**src/rtl/load_trap_pkg.sv**
```systemverilog
package load_trap_pkg;
  localparam int CAUSE_W = 4;
  localparam logic [CAUSE_W-1:0] CAUSE_BREAK   = 4'd3;
  localparam logic [CAUSE_W-1:0] CAUSE_MISALGN = 4'd4;
  localparam logic [CAUSE_W-1:0] CAUSE_ACCESS  = 4'd5;

  typedef struct packed {
    logic bpHit;
    logic misal;
    logic accFault;
  } flags_t;

  typedef struct packed {
    logic fire;
    logic selBp;
    logic selMis;
    logic selAcc;
  } strb_t;
endpackage

```
**src/rtl/load_trap_dp.sv**
```systemverilog
module load_trap_dp
  import load_trap_pkg::*;
#(
  parameter int AW = 40,
  parameter longint unsigned MEM_BASE = 64'h8000_0000,
  parameter longint unsigned MEM_SIZE = 64'h1000_0000,
  parameter longint unsigned DEV_BASE = 64'h1000_0000,
  parameter longint unsigned DEV_SIZE = 64'h0000_1000
) (
  input  logic               clk,
  input  logic               rstN,
  input  logic [AW-1:0]      reqAddr,
  input  logic [1:0]         reqSize,
  input  logic               wpWrEn,
  input  logic [AW-1:0]      wpWrData,
  input  logic               wpWrArm,
  input  strb_t              strb,
  output flags_t             flags,
  output logic [CAUSE_W-1:0] trapCause,
  output logic [AW-1:0]      trapVal
);
  localparam logic [AW:0] MEM_LO = (AW+1)'(MEM_BASE);
  localparam logic [AW:0] MEM_HI = (AW+1)'(MEM_BASE + MEM_SIZE);
  localparam logic [AW:0] DEV_LO = (AW+1)'(DEV_BASE);
  localparam logic [AW:0] DEV_HI = (AW+1)'(DEV_BASE + DEV_SIZE);

  logic [AW-1:0] wpAddr;
  logic          wpArmed;
  logic [2:0]    lowMask;
  logic [AW:0]   addrExt;
  logic          inMem;
  logic          inDev;

  // watchpoint register, loaded through the write port
  always_ff @(posedge clk) begin
    if (!rstN) begin
      wpAddr  <= '0;
      wpArmed <= 1'b0;
    end else if (wpWrEn) begin
      wpAddr  <= wpWrData;
      wpArmed <= wpWrArm;
    end
  end

  // condition detection
  always_comb begin
    lowMask  = (3'd1 << reqSize) - 3'd1;
    addrExt  = {1'b0, reqAddr};
    inMem    = (addrExt >= MEM_LO) && (addrExt < MEM_HI);
    inDev    = (addrExt >= DEV_LO) && (addrExt < DEV_HI);
    flags.bpHit    = wpArmed && (reqAddr == wpAddr);
    flags.misal    = |(reqAddr[2:0] & lowMask);
    flags.accFault = !(inMem || inDev);
  end

  // registered trap payload, zero when nothing is reported
  always_ff @(posedge clk) begin
    if (!rstN) begin
      trapCause <= '0;
      trapVal   <= '0;
    end else if (strb.fire) begin
      trapVal <= reqAddr;
      if (strb.selBp)       trapCause <= CAUSE_BREAK;
      else if (strb.selMis) trapCause <= CAUSE_MISALGN;
      else                  trapCause <= CAUSE_ACCESS;
    end else begin
      trapCause <= '0;
      trapVal   <= '0;
    end
  end


  val_capture_chk: assert property (@(posedge clk) disable iff (!rstN)
    strb.fire |=> trapVal == $past(reqAddr));


  cause_map_chk: assert property (@(posedge clk) disable iff (!rstN)
    strb.selMis |=> trapCause == 4'd4);


  idle_zero_chk: assert property (@(posedge clk) disable iff (!rstN)
    !strb.fire |=> (trapCause == '0) && (trapVal == '0));
endmodule

```
**src/rtl/load_trap_ctrl.sv**
```systemverilog
module load_trap_ctrl
  import load_trap_pkg::*;
(
  input  logic   clk,
  input  logic   rstN,
  input  logic   reqValid,
  input  flags_t flags,
  output strb_t  strb,
  output logic   trapValid
);
  // fixed priority: watchpoint, then alignment, then legality
  always_comb begin
    strb.selBp  = reqValid && flags.bpHit;
    strb.selMis = reqValid && !flags.bpHit && flags.misal;
    strb.selAcc = reqValid && !flags.bpHit && !flags.misal && flags.accFault;
    strb.fire   = strb.selBp || strb.selMis || strb.selAcc;
  end

  always_ff @(posedge clk) begin
    if (!rstN) trapValid <= 1'b0;
    else       trapValid <= strb.fire;
  end


  single_sel_chk: assert property (@(posedge clk) disable iff (!rstN)
    $onehot0({strb.selBp, strb.selMis, strb.selAcc}));


  bp_first_chk: assert property (@(posedge clk) disable iff (!rstN)
    (reqValid && flags.bpHit) |-> strb.selBp);


  trap_lat_chk: assert property (@(posedge clk) disable iff (!rstN)
    trapValid |-> $past(reqValid));


  no_fault_chk: assert property (@(posedge clk) disable iff (!rstN)
    (reqValid && flags == '0) |=> !trapValid);
endmodule

```
**src/rtl/load_trap_prio.sv**
```systemverilog
module load_trap_prio
  import load_trap_pkg::*;
#(
  parameter int AW = 40,
  parameter longint unsigned MEM_BASE = 64'h8000_0000,
  parameter longint unsigned MEM_SIZE = 64'h1000_0000,
  parameter longint unsigned DEV_BASE = 64'h1000_0000,
  parameter longint unsigned DEV_SIZE = 64'h0000_1000
) (
  input  logic          clk,
  input  logic          rstN,
  input  logic          reqValid,
  input  logic [AW-1:0] reqAddr,
  input  logic [1:0]    reqSize,
  input  logic          wpWrEn,
  input  logic [AW-1:0] wpWrData,
  input  logic          wpWrArm,
  output logic          trapValid,
  output logic [3:0]    trapCause,
  output logic [AW-1:0] trapVal
);
  flags_t flags;
  strb_t  strb;

  load_trap_dp #(
    .AW(AW), .MEM_BASE(MEM_BASE), .MEM_SIZE(MEM_SIZE),
    .DEV_BASE(DEV_BASE), .DEV_SIZE(DEV_SIZE)
  ) u_dp (
    .clk(clk), .rstN(rstN), .reqAddr(reqAddr), .reqSize(reqSize),
    .wpWrEn(wpWrEn), .wpWrData(wpWrData), .wpWrArm(wpWrArm),
    .strb(strb), .flags(flags), .trapCause(trapCause), .trapVal(trapVal)
  );

  load_trap_ctrl u_ctrl (
    .clk(clk), .rstN(rstN), .reqValid(reqValid), .flags(flags),
    .strb(strb), .trapValid(trapValid)
  );


  reset_quiet_chk: assert property (@(posedge clk)
    !rstN |=> !trapValid && trapCause == '0);
endmodule

```
**config.mk**
```make
export PLATFORM = sky130hd
export DESIGN_NAME = load_trap_prio
export DESIGN_NICKNAME = d
export VERILOG_FILES = /design/src/rtl/load_trap_pkg.sv /design/src/rtl/load_trap_dp.sv /design/src/rtl/load_trap_ctrl.sv /design/src/rtl/load_trap_prio.sv
export SDC_FILE = /design/constraint.sdc
export NUM_CORES = 1
export LEC_CHECK = 0
export BUFFER_PORTS_ARGS = -buffer_cell sky130_fd_sc_hd__buf_2
export CAP_MARGIN = 20
export CORE_UTILIZATION = 43
export CTS_CLUSTER_DIAMETER = 60
export CTS_CLUSTER_SIZE = 40
export DETAILED_ROUTE_END_ITERATION = 8
export PLACE_DENSITY = 0.75
export SYNTH_ARGS = -nofsm -noshare
export SYNTH_HDL_FRONTEND = slang
export SYNTH_HIERARCHICAL = 1
export SYNTH_SLANG_ARGS = --single-unit
```
**constraint.sdc**
```tcl
create_clock -name clk -period 2 [get_ports clk]
set_clock_uncertainty 0.15 [all_clocks]
set_input_delay 0.2 -clock clk [delete_from_list [all_inputs] [get_ports clk]]
set_output_delay 0.2 -clock clk [all_outputs]
set_load 0.05 [all_outputs]
```
=== After elaboration in Yosys (flattened, before gate mapping) ===
Cells that the tools add are included.

* Register bits after elaboration: 86
* Word-level logic and storage cells: 35
* Bits of input ports: 87
* Output and inout bits: 45

* Equal/unequal tests: 1
* Shift-type cells: 1
* Add/sub/neg operators: 1
* Reductions and logical operators: 17
* Order comparisons: 4
* Mux-type cells: 2
* Bitwise operators: 3

{| class="wikitable"
|+ Operator list
! kind !! number
|-
| 40-bit equality test || 1
|-
| 40-bit by 29-bit greater-or-equal comparator with 1-bit output, second input constant || 1
|-
| 40-bit by 32-bit greater-or-equal comparator with 1-bit output, second input constant || 1
|-
| 40-bit by 29-bit < comparator with 1-bit output, second input constant || 1
|-
| 40-bit by 32-bit < comparator with 1-bit output, second input constant || 1
|-
| 1-bit logical AND || 8
|-
| 3-bit OR reduction || 2
|-
| 3-bit AND || 1
|-
| 1-bit logical NOT || 3
|-
| 1-bit logical OR || 3
|-
| 1-bit by 2-bit left shift with 3-bit output, first input constant || 1
|-
| 3-bit by 1-bit subtractor with 3-bit output, second input constant || 1
|-
| 2-bit two-way mux || 1
|-
| 1-bit inverter || 2
|-
| 2-bit AND reduction || 1
|-
| 1-bit two-way mux || 1
|}

=== Depth between registers and ports, before layout ===
* Word-level depth: 10
* Gate-level depth with buffers: 8
* Mapped depth without buffers: 7

=== Hierarchy ===
Netlist, hierarchy kept.

{| class="wikitable"
|+ By module, submodules not included
! module !! area an instance (µm²) !! seq. area each (µm²) !! instances !! cells an instance
|-
| load_trap_dp || 3241.9 || 1681.6 || 1 || 302
|-
| load_trap_ctrl || 70.1 || 20.0 || 1 || 6
|}

=== Least setup slack after synthesis ===
Ideal clock, no wire load.

* Kind: reg2reg
* From: register u_dp.wpAddr[5]
* To: register u_dp.trapVal[29]
* Data required time: 1790 ps
* Library setup time: 60 ps
* Buffers on the path: 2
* Arrival: 1941 ps
* Period minus slack after synthesis: 2151 ps
* Stages on the path, launching flop included: 9
* Slack: -151 ps
* Cell sequence: dfxtp_1 > xor2_1 > a2111oi_0 > nand4_1 > nor3_1 > o31a_2 > clkbuf_1 > clkbuf_1 > and3_1

{| class="wikitable"
|+ RTL lines
! what !! RTL line !! RTL
|-
| start: declaration || load_trap_dp.sv:27 || <nowiki>logic [AW-1:0] wpAddr;</nowiki>
|-
| start signal: assignment || load_trap_dp.sv:40 || <nowiki>wpAddr <= wpWrData;</nowiki>
|-
| end signal: assignment || load_trap_dp.sv:62 || <nowiki>trapVal <= reqAddr;</nowiki>
|-
| end: declaration || load_trap_dp.sv:20 || <nowiki>output logic [AW-1:0] trapVal</nowiki>
|}

==> summary.txt <==
Die
  • Die area: between 8000 and 9000 um^2
  • Area of the core: about 7300 um^2
  • Initial core utilization: about 45%
  • Io pins: approximately 130
  • Die H: 89.60 um
  • Die width: approximately 90 um
  • Row Count: 31

STA
  • Max Freq: roughly 460 MHz
  • Max-slew violation count: 0
  • Final Cycle Share: 107.8%
  • RSZ-0062 raised after global routing: yes
  • Hold slack: approximately 10 ps
  • Relative slew slack: between 60% and 70%
  • Min Tclk post-route: around 2200 ps
  • Final Hold Viols: 0
  • Endpoints failing setup: 43
  • Worst Tran Pin Value: 573.5 ps
  • Final WS setup: -155.3 ps

Logic synthesis
  • Post-Synthesis Net Count: a little under 400
  • Post-Syn Area: about 3300 um^2
  • Syn_area_per_cell: about 11 um^2
  • Synthesized instance count: 307
  • YS warnings: 6

Global routing
  • Number of global-route vias before repair: around 3000
  • Gr busiest metal: met2
  • Gr ovfl total: 0
  • Met2 Usage GRT: a little over two fifths
  • Met3 usage: about 3.7%
  • Antenna violations before repair: 0
  • Largest net degree at the start of global routing: 47
  • Total GRT Usage: about a quarter
  • Met1 Use GR: between 20% and 30%
  • First-pass GRT wire length: roughly 14000 um

Setup path
  • CP max stage cell: a2111oi_0
  • Crit path kind: reg2reg
  • Cells along the critical path: xor2_1 > a2111oi_0 > nand4_1 > nor3_2 > o31a_4 > buf_6 > and3_1
  • Top cell family by delay on the critical path: simple AND/OR/NAND/NOR gates
  • Worst setup SP type: register
  • Critical path data arrival time: 2290 ps
  • Critical path endpoint category: register
  • Slowest stage delay, CP: approximately 380 ps
  • Worst EP required: between 2000 and 2500 ps
  • Max Fanout on Critical Path: 9
  • Buf/Inv on CP: 1

Final layout
  • Layout fillers: around 540
  • Final Util: between 70% and 80%
  • Fin cells: roughly 630
  • Layout Nets: slightly above 600
  • Area growth syn-to-layout: 58.13%
  • Share of layout cells above drive strength 1: between 30% and 40%
  • Area of the multi-input gates: between 1500 and 2000 um^2
  • Register area: 1704 um^2
  • Diodes inserted: 0

Hold path
  • Hold/Removal Path Class: in2reg

Clock network
  • H-tree levels: 3
  • Clock transition at the registers of the reported paths: roughly 90 ps
  • CTS tree: built
  • # clock sinks: 85
  • Clk root buf: clkbuf_8
  • Clock buffer depth: 2
  • Clock latency at the later pin of the worst-skew pair: approximately 350 ps
  • Inserted Clock Buffers: 9

Place
  • Gpl congestion: 0.7820
  • Pre-CTS setup slack: -398.3 ps
  • IO Port Bufs: 130
  • Post-DP HPWL: just over 6000 um
  • Placed cells: roughly 560

Status
  • Failing checks: negative setup slack
  • Outcome: complete, but fails checks

Routing
  • Vias: just over 3000
  • DRT Pass-1 Iters: 4
  • Post-route ant nets: 0
  • DRC: 0
  • Via/cell ratio: 4.802
  • Initial drt markers: 89
  • Drt wl/cell: 15.61 um
  • Final wirelength: 9868 um

Power and ir drop
  • Total power draw: 3.985 mW
  • Static leakage: 2.665 nW
  • Power Dens Cells: between 700 and 800 nW/um^2
  • Worst vdd ir: approximately 480 uV

Flow run
  • Max Cap Viol: 0
-- final timing paths --
kind | from | to | slack (ps) | cells after the start
worst min-delay path | reqAddr[34] | u_dp/trapVal[34]$_SDFF_PN0_ | 10 | 2
worst max-delay path | u_dp/wpAddr[5]$_SDFFE_PN0P_ | u_dp/trapVal[7]$_SDFF_PN0_ | -160 | 7
worst min register to register | u_dp/wpAddr[30]$_SDFFE_PN0P_ | u_dp/wpAddr[30]$_SDFFE_PN0P_ | 380 | 2
worst max register to register | u_dp/wpAddr[5]$_SDFFE_PN0P_ | u_dp/trapVal[7]$_SDFF_PN0_ | -160 | 7
-- registers in the layout (all words and copies together), names as in the netlist --
signal            flops
u_dp/wpAddr          40
u_dp/trapVal         40
u_ctrl/trapValid      1
u_dp/trapCause        3
u_dp/wpArmed          1
-- cells in the final DEF, fill, tap and decap left out, types with 2 or more instances in the layout --
cell type / instances
bufinv_16: 3
nor2b_1: 43
inv_1: 4
dfxtp_1: 83
buf_2: 130
nand4_1: 3
dlygate4sd3_1: 59
clkbuf_8: 10
xor2_1: 38
o21ai_0: 2
mux2i_1: 41
nor2_1: 4
buf_4: 33
nor4_1: 10
dfxtp_2: 2
nor4_2: 3
and3_1: 36
buf_6: 2
clkbuf_1: 2
buf_12: 2
-- through the flow --
| stage | cell area, um^2 | TNS [ps] |
|---|---|---|
| 2_1_floorplan | 3319 | -721.1 |
| 3_3_place_gp | 4300 | -12580 |
| 3_5_place_dp | 4300 | -15190 |
| 4_1_cts | 5152 | -2394 |
| 5_1_grt | 5218 | -8616 |
| 6_report | 5218 | -4782 |
-- layout make-up --
| cell class | count | area share, % |
|---|---|---|
| Sequential cell | 85 | 32.66 |
| Clock inverter | 4 | 1.823 |
| Tap cell | 99 | 2.374 |
| Inverter | 5 | 0.3597 |
| Multi-Input combinational cell | 199 | 29.50 |
| Clock buffer | 12 | 2.782 |
| Timing Repair Buffer | 228 | 30.50 |
-- routing by layer --
| layer | vias to the layer above | share of wire, % |
|---|---|---|
| li1 | 1484 | - |
| met1 | 1412 | 42 |
| met2 | 119 | 50 |
| met3 | 20 | 6.1 |
| met4 | 0 | 1.9 |
| met5 | - | 0 |
-- report_power, final --
part | total [mW] | leakage (nW) | internal, mW | switching (mW)
registers | 1.82 | 0.701 | 1.78 | 0.0431
logic | 0.716 | 1.84 | 0.337 | 0.378
clock network | 1.45 | 0.121 | 0.863 | 0.587
-- repair_timing --
item | in CTS | in global routing
hold endpoints to repair | 59 | 0
pin swaps | 4 | 9
setup endpoints to repair | 44 | 43
buffers inserted | 0 | 1
gates resized for setup | 4 | 10
hold buffers | 59 | 0
cloned | 0 | 1
Note: power is estimated with default switching activity, not from simulation.
